--- src/rtl/sdsh_pkg.sv ---
package sdsh_pkg;
  localparam logic [1:0] OFF_DATA = 2'd0;
  localparam logic [1:0] OFF_CFG  = 2'd1;
  localparam int CFG_AUTO_BIT = 0;
  localparam int CFG_BBN_BIT  = 1;

  typedef struct packed {
    logic bb_n;
    logic auto_en;
  } cfg_t;

  localparam cfg_t CFG_RESET = '{bb_n: 1'b1, auto_en: 1'b0};
endpackage

--- src/rtl/sdsh_bus_decode.sv ---
module sdsh_bus_decode #(
  parameter int ADDR_W = 8
) (
  input  logic              clk,
  input  logic              rst_n,
  input  logic [ADDR_W-1:0] addr,
  input  logic              iorq_n,
  input  logic              m1_n,
  input  logic              rd_n,
  input  logic              wr_n,
  output logic              data_wr,
  output logic              cfg_wr,
  output logic              data_rd
);
  import sdsh_pkg::*;

  logic       sel;
  logic       wr_act;
  logic       wr_act_q;
  logic       wr_pulse;
  logic [1:0] off;
  logic       unused_addr_bits;

  assign unused_addr_bits = ^addr[ADDR_W-2:2];

  always_comb begin
    off      = addr[1:0];
    sel      = !iorq_n && m1_n && addr[ADDR_W-1];
    wr_act   = sel && !wr_n;
    wr_pulse = wr_act && !wr_act_q;
    data_wr  = wr_pulse && (off == OFF_DATA);
    cfg_wr   = wr_pulse && (off == OFF_CFG);
    data_rd  = sel && !rd_n && (off == OFF_DATA);
  end

  always_ff @(posedge clk or negedge rst_n) begin
    if (!rst_n) wr_act_q <= 1'b0;
    else        wr_act_q <= wr_act;
  end

  // a write event lasts a single cycle even when the strobe is held
  p_single_event_r5: assert property (@(posedge clk) disable iff (!rst_n)
    (data_wr || cfg_wr) |=> !(data_wr || cfg_wr));
endmodule

--- src/rtl/sdsh_cfg.sv ---
module sdsh_cfg #(
  parameter int DATA_W = 8
) (
  input  logic              clk,
  input  logic              rst_n,
  input  logic              cfg_wr,
  input  logic [DATA_W-1:0] wdata,
  output sdsh_pkg::cfg_t    cfg
);
  import sdsh_pkg::*;

  cfg_t cfg_q;
  cfg_t cfg_d;
  logic unused_cfg_bits;

  assign unused_cfg_bits = ^wdata[DATA_W-1:2];

  always_comb begin
    cfg_d = cfg_q;
    if (cfg_wr) begin
      cfg_d.auto_en = wdata[CFG_AUTO_BIT];
      cfg_d.bb_n    = wdata[CFG_BBN_BIT];
    end
  end

  always_ff @(posedge clk or negedge rst_n) begin
    if (!rst_n) cfg_q <= CFG_RESET;
    else        cfg_q <= cfg_d;
  end

  assign cfg = cfg_q;

  // configuration only changes on a decoded configuration write
  p_cfg_hold_r2: assert property (@(posedge clk) disable iff (!rst_n)
    !cfg_wr |=> $stable(cfg_q));
endmodule

--- src/rtl/sdsh_shifter.sv ---
module sdsh_shifter #(
  parameter int DATA_W = 8
) (
  input  logic              clk,
  input  logic              rst_n,
  input  logic              load,
  input  logic [DATA_W-1:0] wdata,
  input  logic              auto_en,
  input  logic              bb_n,
  input  logic              sdi,
  output logic [DATA_W-1:0] shreg,
  output logic              sdo,
  output logic              sclk,
  output logic              busy
);
  localparam int CNT_W = $clog2(DATA_W + 1);
  localparam logic [CNT_W-1:0] LAST = CNT_W'(DATA_W - 1);

  logic [DATA_W-1:0] sh_q, sh_d;
  logic [CNT_W-1:0]  cnt_q, cnt_d;
  logic              sclk_q, sclk_d;
  logic              busy_q, busy_d;
  logic              smp_q, smp_d;

  always_comb begin
    sh_d   = sh_q;
    cnt_d  = cnt_q;
    sclk_d = sclk_q;
    busy_d = busy_q;
    smp_d  = smp_q;
    if (load && !busy_q) begin
      sh_d   = wdata;
      busy_d = auto_en;
      cnt_d  = '0;
      sclk_d = 1'b0;
    end else begin
      if (busy_q) begin
        sclk_d = !sclk_q;
        if (sclk_q) begin
          cnt_d = cnt_q + 1'b1;
          if (cnt_q == LAST) busy_d = 1'b0;
        end
      end else begin
        sclk_d = !bb_n;
      end
      if (!sclk_q && sclk_d) smp_d = sdi;
      if (sclk_q && !sclk_d) sh_d = {sh_q[DATA_W-2:0], smp_q};
    end
  end

  always_ff @(posedge clk or negedge rst_n) begin
    if (!rst_n) begin
      sh_q   <= '0;
      cnt_q  <= '0;
      sclk_q <= 1'b0;
      busy_q <= 1'b0;
      smp_q  <= 1'b0;
    end else begin
      sh_q   <= sh_d;
      cnt_q  <= cnt_d;
      sclk_q <= sclk_d;
      busy_q <= busy_d;
      smp_q  <= smp_d;
    end
  end

  assign shreg = sh_q;
  assign sdo   = sh_q[DATA_W-1];
  assign sclk  = sclk_q;
  assign busy  = busy_q;

  // the burst counter never passes the byte width
  p_cnt_bound_r4: assert property (@(posedge clk) disable iff (!rst_n)
    cnt_q <= CNT_W'(DATA_W));
  // during a burst the clock toggles every cycle (half rate)
  p_sclk_toggle_r4: assert property (@(posedge clk) disable iff (!rst_n)
    (busy_q && $past(busy_q)) |-> (sclk_q != $past(sclk_q)));
  // no partial pulse, the first burst cycle is low
  p_first_low_r4: assert property (@(posedge clk) disable iff (!rst_n)
    $rose(busy_q) |-> !sclk_q);
  // a running burst is never restarted
  p_no_restart_r9: assert property (@(posedge clk) disable iff (!rst_n)
    (busy_q && $past(busy_q)) |-> (cnt_q >= $past(cnt_q)));
endmodule

--- src/rtl/sd_shift_port.sv ---
module sd_shift_port #(
  parameter int ADDR_W = 8,
  parameter int DATA_W = 8
) (
  input  logic              clk,
  input  logic              rst_n,
  input  logic [ADDR_W-1:0] io_addr,
  input  logic [DATA_W-1:0] io_wdata,
  input  logic              iorq_n,
  input  logic              m1_n,
  input  logic              rd_n,
  input  logic              wr_n,
  output logic [DATA_W-1:0] io_rdata,
  output logic              io_rd_oe,
  output logic              sd_sclk,
  output logic              sd_mosi,
  input  logic              sd_miso,
  output logic              busy
);
  import sdsh_pkg::*;

  logic [1:0]        rst_sync_q;
  logic              rst_l;
  logic              data_wr;
  logic              cfg_wr;
  logic              data_rd;
  cfg_t              cfg;
  logic [DATA_W-1:0] shreg;

  always_ff @(posedge clk or negedge rst_n) begin
    if (!rst_n) rst_sync_q <= 2'b00;
    else        rst_sync_q <= {rst_sync_q[0], 1'b1};
  end
  assign rst_l = rst_sync_q[1];

  sdsh_bus_decode #(.ADDR_W(ADDR_W)) u_dec (
    .clk     (clk),
    .rst_n   (rst_l),
    .addr    (io_addr),
    .iorq_n  (iorq_n),
    .m1_n    (m1_n),
    .rd_n    (rd_n),
    .wr_n    (wr_n),
    .data_wr (data_wr),
    .cfg_wr  (cfg_wr),
    .data_rd (data_rd)
  );

  sdsh_cfg #(.DATA_W(DATA_W)) u_cfg (
    .clk    (clk),
    .rst_n  (rst_l),
    .cfg_wr (cfg_wr),
    .wdata  (io_wdata),
    .cfg    (cfg)
  );

  sdsh_shifter #(.DATA_W(DATA_W)) u_shf (
    .clk     (clk),
    .rst_n   (rst_l),
    .load    (data_wr),
    .wdata   (io_wdata),
    .auto_en (cfg.auto_en),
    .bb_n    (cfg.bb_n),
    .sdi     (sd_miso),
    .shreg   (shreg),
    .sdo     (sd_mosi),
    .sclk    (sd_sclk),
    .busy    (busy)
  );

  assign io_rd_oe = data_rd;
  assign io_rdata = data_rd ? shreg : '0;

  // read bus is quiet whenever the drive enable is low
  p_rdata_quiet_r11: assert property (@(posedge clk) disable iff (!rst_l)
    !io_rd_oe |-> (io_rdata == '0));
  // serial output only moves on a falling clock or after a load
  p_sdo_edge_r7: assert property (@(posedge clk) disable iff (!rst_l)
    !$stable(sd_mosi) |-> ($fell(sd_sclk) || $past(data_wr)));
endmodule

--- config.mk ---
export PLATFORM = sky130hd
export DESIGN_NAME = sd_shift_port
export DESIGN_NICKNAME = d
export VERILOG_FILES = /design/src/rtl/sdsh_pkg.sv /design/src/rtl/sdsh_bus_decode.sv /design/src/rtl/sdsh_cfg.sv /design/src/rtl/sdsh_shifter.sv /design/src/rtl/sd_shift_port.sv
export SDC_FILE = /design/constraint.sdc
export NUM_CORES = 1
export LEC_CHECK = 0
export BUFFER_PORTS_ARGS = -buffer_cell sky130_fd_sc_hd__buf_4
export CAP_MARGIN = 20
export CORE_ASPECT_RATIO = 1.2
export CORE_MARGIN = 5
export CORE_UTILIZATION = 40
export CTS_CLUSTER_SIZE = 12
export DETAILED_ROUTE_END_ITERATION = 8
export PLACE_DENSITY_LB_ADDON = 0.12
export SKIP_CTS_REPAIR_TIMING = 1
export SYNTH_ARGS = -nofsm -noshare
export SYNTH_HDL_FRONTEND = slang
export SYNTH_HIERARCHICAL = 1
export SYNTH_SLANG_ARGS = --single-unit
export TNS_END_PERCENT = 10
--- constraint.sdc ---
create_clock -name clk -period 3.05 [get_ports clk]
set_input_delay 0.4575 -clock clk [delete_from_list [all_inputs] [get_ports clk]]
set_output_delay 0.4575 -clock clk [all_outputs]
set_load 0.02 [all_outputs]
; Word level (Yosys, flattened, before mapping)
; Index checks and enable logic that the tools add are counted.
[op_classes]
addsub = 1
n_bitwise = 1
n_mux = 13
n_reduce_logical = 25
n_eq_ne = 2
[op_table]
columns = op, n
row1 = 2-to-1 mux 8 bit, 3
row2 = 2-to-1 mux 4 bit, 3
row3 = logical AND 1 bit, 11
row4 = zero test 1 bit, 8
row5 = 2-to-1 mux 1 bit, 7
row6 = nonzero test 2 bit, 3
row7 = "adder 4 x 1 -> 4 bit, second input constant", 1
row8 = "equality test 4 x 3 -> 1 bit, second input constant", 1
row9 = AND reduction 2 bit, 2
row10 = "equality test 2 x 1 -> 1 bit, second input constant", 1
row11 = zero test 2 bit, 1
row12 = NOT 1 bit, 1
[word_totals]
register_bits = 20
elab_cells = 51
in_bits = 23

; Depth between registers and ports, before layout
[logic_depth]
ltp_word = 12
ltp_mapped = 7
depth_no_buf = 5

; Cells and area by module
; Netlist, hierarchy kept.
[modules_own_cells]
columns = module, area_per_inst_um2, instances, cells_per_inst
row1 = sdsh_shifter, 824.5, 1, 58
row2 = sd_shift_port, 103.8, 1, 11
row3 = sdsh_bus_decode, 91.3, 1, 7
row4 = sdsh_cfg, 73.8, 1, 4

; Least setup slack after synthesis
; No wires, ideal clock.
[synth_path]
kind = input to output
startpoint = in iorq_n
endpoint = out io_rdata[0]
path_buffers = 0
arrival_time_ps = 1923
stages = 3
slack_ps = 669
cell_sequence = nand3b_1 > nor4_1 > and2_1
[synth_between]
elab_chain_cells = 6
[synth_lines]
columns = element, line
row1 = "start, declared", sd_shift_port.sv:9  ; input logic iorq_n,
row2 = zero test 1 bit, sdsh_bus_decode.sv:28  ; sel = !iorq_n && m1_n && addr[ADDR_W-1];
row3 = logical AND 1 bit (2 in a row), sdsh_bus_decode.sv:28
row4 = logical AND 1 bit (2 in a row), sdsh_bus_decode.sv:33  ; data_rd = sel && !rd_n && (off == OFF_DATA);
row5 = named net io_rd_oe, sd_shift_port.sv:14  ; output logic io_rd_oe,
row6 = 2-to-1 mux 8 bit, sd_shift_port.sv:72  ; assign io_rdata = data_rd ? shreg : '0;
row7 = "end, declared", sd_shift_port.sv:13  ; output logic [DATA_W-1:0] io_rdata,
; The timed path passes the listed nets, and every way through them passes these cells.

; Worst setup path after layout
[layout_path]
startpoint = in iorq_n
endpoint = reg u_shf.sh_q[4] (netlist: u_shf/shreg[4])
[layout_between]
elab_chain_cells = 8
[layout_lines]
columns = element, line
row1 = zero test 1 bit *, sdsh_bus_decode.sv:28
row2 = logical AND 1 bit * (2 in a row), sdsh_bus_decode.sv:28
row3 = logical AND 1 bit *, sdsh_bus_decode.sv:29  ; wr_act = sel && !wr_n;
row4 = logical AND 1 bit *, sdsh_bus_decode.sv:30  ; wr_pulse = wr_act && !wr_act_q;
row5 = logical AND 1 bit *, sdsh_bus_decode.sv:31  ; data_wr = wr_pulse && (off == OFF_DATA);
row6 = named net data_wr, sd_shift_port.sv:24  ; logic data_wr;
row7 = logical AND 1 bit *, sdsh_shifter.sv:31  ; if (load && !busy_q) begin
row8 = 2-to-1 mux 8 bit or nonzero test 2 bit (tied branches), -
row9 = "end signal, assigned", sdsh_shifter.sv:53  ; sh_q <= '0;
row10 = "end signal, assigned", sdsh_shifter.sv:59  ; sh_q <= sh_d;
row11 = "end, declared", sdsh_shifter.sv:19  ; logic [DATA_W-1:0] sh_q, sh_d;
; Mark *: on every way through the listed nets, which the timed path passes. The rest lies on a longest branch.
; A chain may end at the register's enable or synchronous reset.

==> flow_metrics.py <==
metrics = {
    "outcome": {
        "status": "finished, final reports clean",
    },
    "clocking": {
        "cts_buffer_depth": 2,
        "cts_htree_levels": 1,
        "insertion_delay_ps": 290,
        "cts_tree": "done",
        "clkTransAtPathRegs_ps": 110,
        "cts.sink_count": 20,
        "cts_root_buf": "clkbuf_4",
        "numCtsBuffers": 3,
    },
    "layout": {
        "utilization_pct": 53.2,
        "layout_common_cells": "buf_4 (31), dfrtp_1 (19), mux2_2 (12)",
        "fill_cells": 233,
        "layout_commonest_cell": "buf_4",
        "diodes": 0,
        "fin_nets": 136,
        "drive_above_1_share_pct": 55.0,
        "area_growth_pct": 25.4,
    },
    "timing": {
        "setup_viol": 0,
        "finalHoldViolCount": 0,
        "period_needed_ps": 1910,
        "grt_setup_unrepaired": "false",
        "worst_pin_slew_ps": 730,
        "slew_viol_final": 0,
        "maxSlewHeadroom_pct": 51.3,
        "fin_tns_setup_ps": 0,
        "finClkSkew_ps": 3.11,
        "fmax_mhz": 523,
        "period_share_pct": 62.7,
    },
    "routing": {
        "via_per_inst": 4.89,
        "drt_iter0_markers": 0,
        "drc_errors": 0,
        "wl_per_cell_um": 13.8,
        "vias": 704,
        "routed_wl_um": 1990,
        "dr.pass1.iters": 1,
        "ant_nets": 0,
    },
    "yosys": {
        "yosysTopAreaCell": "dfrtp_1",
        "synth_ff_type": "dfrtp_1",
        "yosys_warnings": 6,
        "ys_async_sr_fraction_pct": 100,
        "yosys.area.top_type_share_pct": 43.5,
        "ys_ff_latch": 20,
        "synth_area_leaders": "dfrtp_1 (43%), mux2_2 (12%), mux2_4 (11%)",
        "syn_inst": 80,
        "syn-cell-area_sq_mm": 0.00109,
        "synth_edf_count": 0,
        "syn-num-nets": 104,
        "ys_types": 28,
        "ys_seq_area_share_pct": 45.9,
        "syn_area_per_cell_sq_um": 13.7,
    },
    "pwr": {
        "ir_worst_vdd_v": 0.000307,
        "power_density_mw_per_mm2": 665,
        "leakagePower_uw": 0.000642,
    },
    "critical_path": {
        "crit_top_cell": "buf_4",
        "criticalPathCategory": "in2reg",
        "critical_path.max_stage_delay_ps": 320,
        "worstPathRequired_ps": 3240,
        "cpMaxStageDelayCell": "nor2b_4",
        "cp-end-kind": "flip-flop",
        "rrSetupSlack_ps": 1140,
        "worst-path-max-fanout": 10,
        "r2r_cells": 5,
        "worstSetupStartpoint": "iorq_n",
        "worstReg2RegStart": "u_dec/wr_act_q",
        "cp_cell_sequence": "buf_4, nand4bb_4, nor4_1, buf_4, nor2b_4, nand2b_4, mux2_4",
        "cp.arrival_ps": 2100,
        "r2r_end": "u_shf/shreg[4]",
        "worst_setup_path_start_kind": "input pin",
    },
    "flow_run": {
        "max_cap_viol_count": 0,
    },
    "placement": {
        "dp_hpwl_um": 1490,
        "portBuffers": 29,
        "place_congestion": 0.683,
    },
    "global_route": {
        "antenna_found_initial": 0,
        "grt_pass1_vias": 748,
        "globalRouteMet3Util_pct": 2.29,
        "grt_max_degree": 19,
        "busiest_layer": "met2",
        "overflow": 0,
        "grt_pass1_wl_um": 3350,
        "gr-usage-all-layers_pct": 11.3,
        "grt.met1_usage_pct": 14.6,
        "grtUsageMet2_pct": 18.1,
    },
    "floorplan": {
        "die_y_um": 67.3,
        "ios": 35,
        "core_area_sq_mm": 0.00258,
        "num_rows": 20,
        "dieArea_sq_mm": 0.00388,
        "start_util_pct": 42.4,
        "die_w_um": 57.7,
    },
    "min_path": {
        "hold_class": "reg2async",
    },
}
final cells by class:
type	instances	area (sq um)	share of cell area, %
Timing Repair Buffer	32	243	17.7
Clock buffer	4	36.3	2.65
Inverter	1	3.75	0.274
Sequential cell	20	502	36.6
Tap cell	33	41.3	3.01
Multi-Input combinational cell	54	546	39.8
metal layers:
metal / wire [um] / up-vias
met5: 0 / -
met4: 33 / 0
met3: 86 / 4
met2: 968 / 14
met1: 902 / 339
li1: - / 347
worst max-delay path: cells and delay by family:
kind	cells	cell delay (ps)
buffers and inverters	2	280
multiplexers	1	320
AND/OR/NAND/NOR	4	1040
synth_stat cells (2+ instances only):
library cell and count:
nor2_1 2, buf_4 2, mux2_4 8, and2_1 8, buf_6 2, mux2_2 12, nor4_1 2, xnor2_1 2
dfrtp_1 19, a22o_1 5
kinds of logic (layout without fill, tap and decap cells):
group / Yosys count / count (layout) / share of synthesized area, %
simple gates: 21 / 21 / 15.8
mux: 20 / 20 / 23.3
flops: 20 / 20 / 45.9
compound gates: 8 / 8 / 6.87
buf+inv: 6 / 37 / 4.23
xor+xnor: 3 / 3 / 2.40
fa+ha+maj: 1 / 1 / 1.14
other cells: 1 / 1 / 0.343
flip-flops by register name (all words and copies together) (netlist names):
name            cells
u_shf/shreg         8
u_shf/cnt_q         4
rst_sync_q          2
u_cfg/cfg           2
u_dec/wr_act_q      1
u_shf/busy          1
u_shf/sclk          1
u_shf/smp_q         1
power breakdown:
group | switching, uW | internal, uW
Clock | 76.7 | 72.7
Combinational | 102 | 220
Sequential | 87.7 | 353
stage by stage:
stage | total power (uW) | setup WS, ps | hold WS [ps] | cell area, sq um | instances
3_5_place_dp | 769 | 807 | 241 | 1330 | 139
6_report | 912 | 1140 | 308 | 1370 | 144
2_1_floorplan | 701 | 669 | 162 | 1090 | 80
5_1_grt | 972 | 1010 | 375 | 1370 | 144
3_3_place_gp | 756 | 819 | 240 | 1330 | 139
4_1_cts | 924 | 1130 | -97.8 | 1360 | 143
worst max-delay path by stage:
stage | to | slack [ps] | cells past startpoint
after floorplan | io_rdata[0] | 670 | 3
after global placement | u_shf/shreg[2] | 820 | 7
after detailed placement | u_shf/shreg[3] | 810 | 7
after CTS | u_shf/shreg[3] | 1130 | 5
after global routing | u_shf/shreg[2] | 1010 | 5
final | u_shf/shreg[4] | 1140 | 7
No activity file was read; power rests on OpenSTA's default activity.
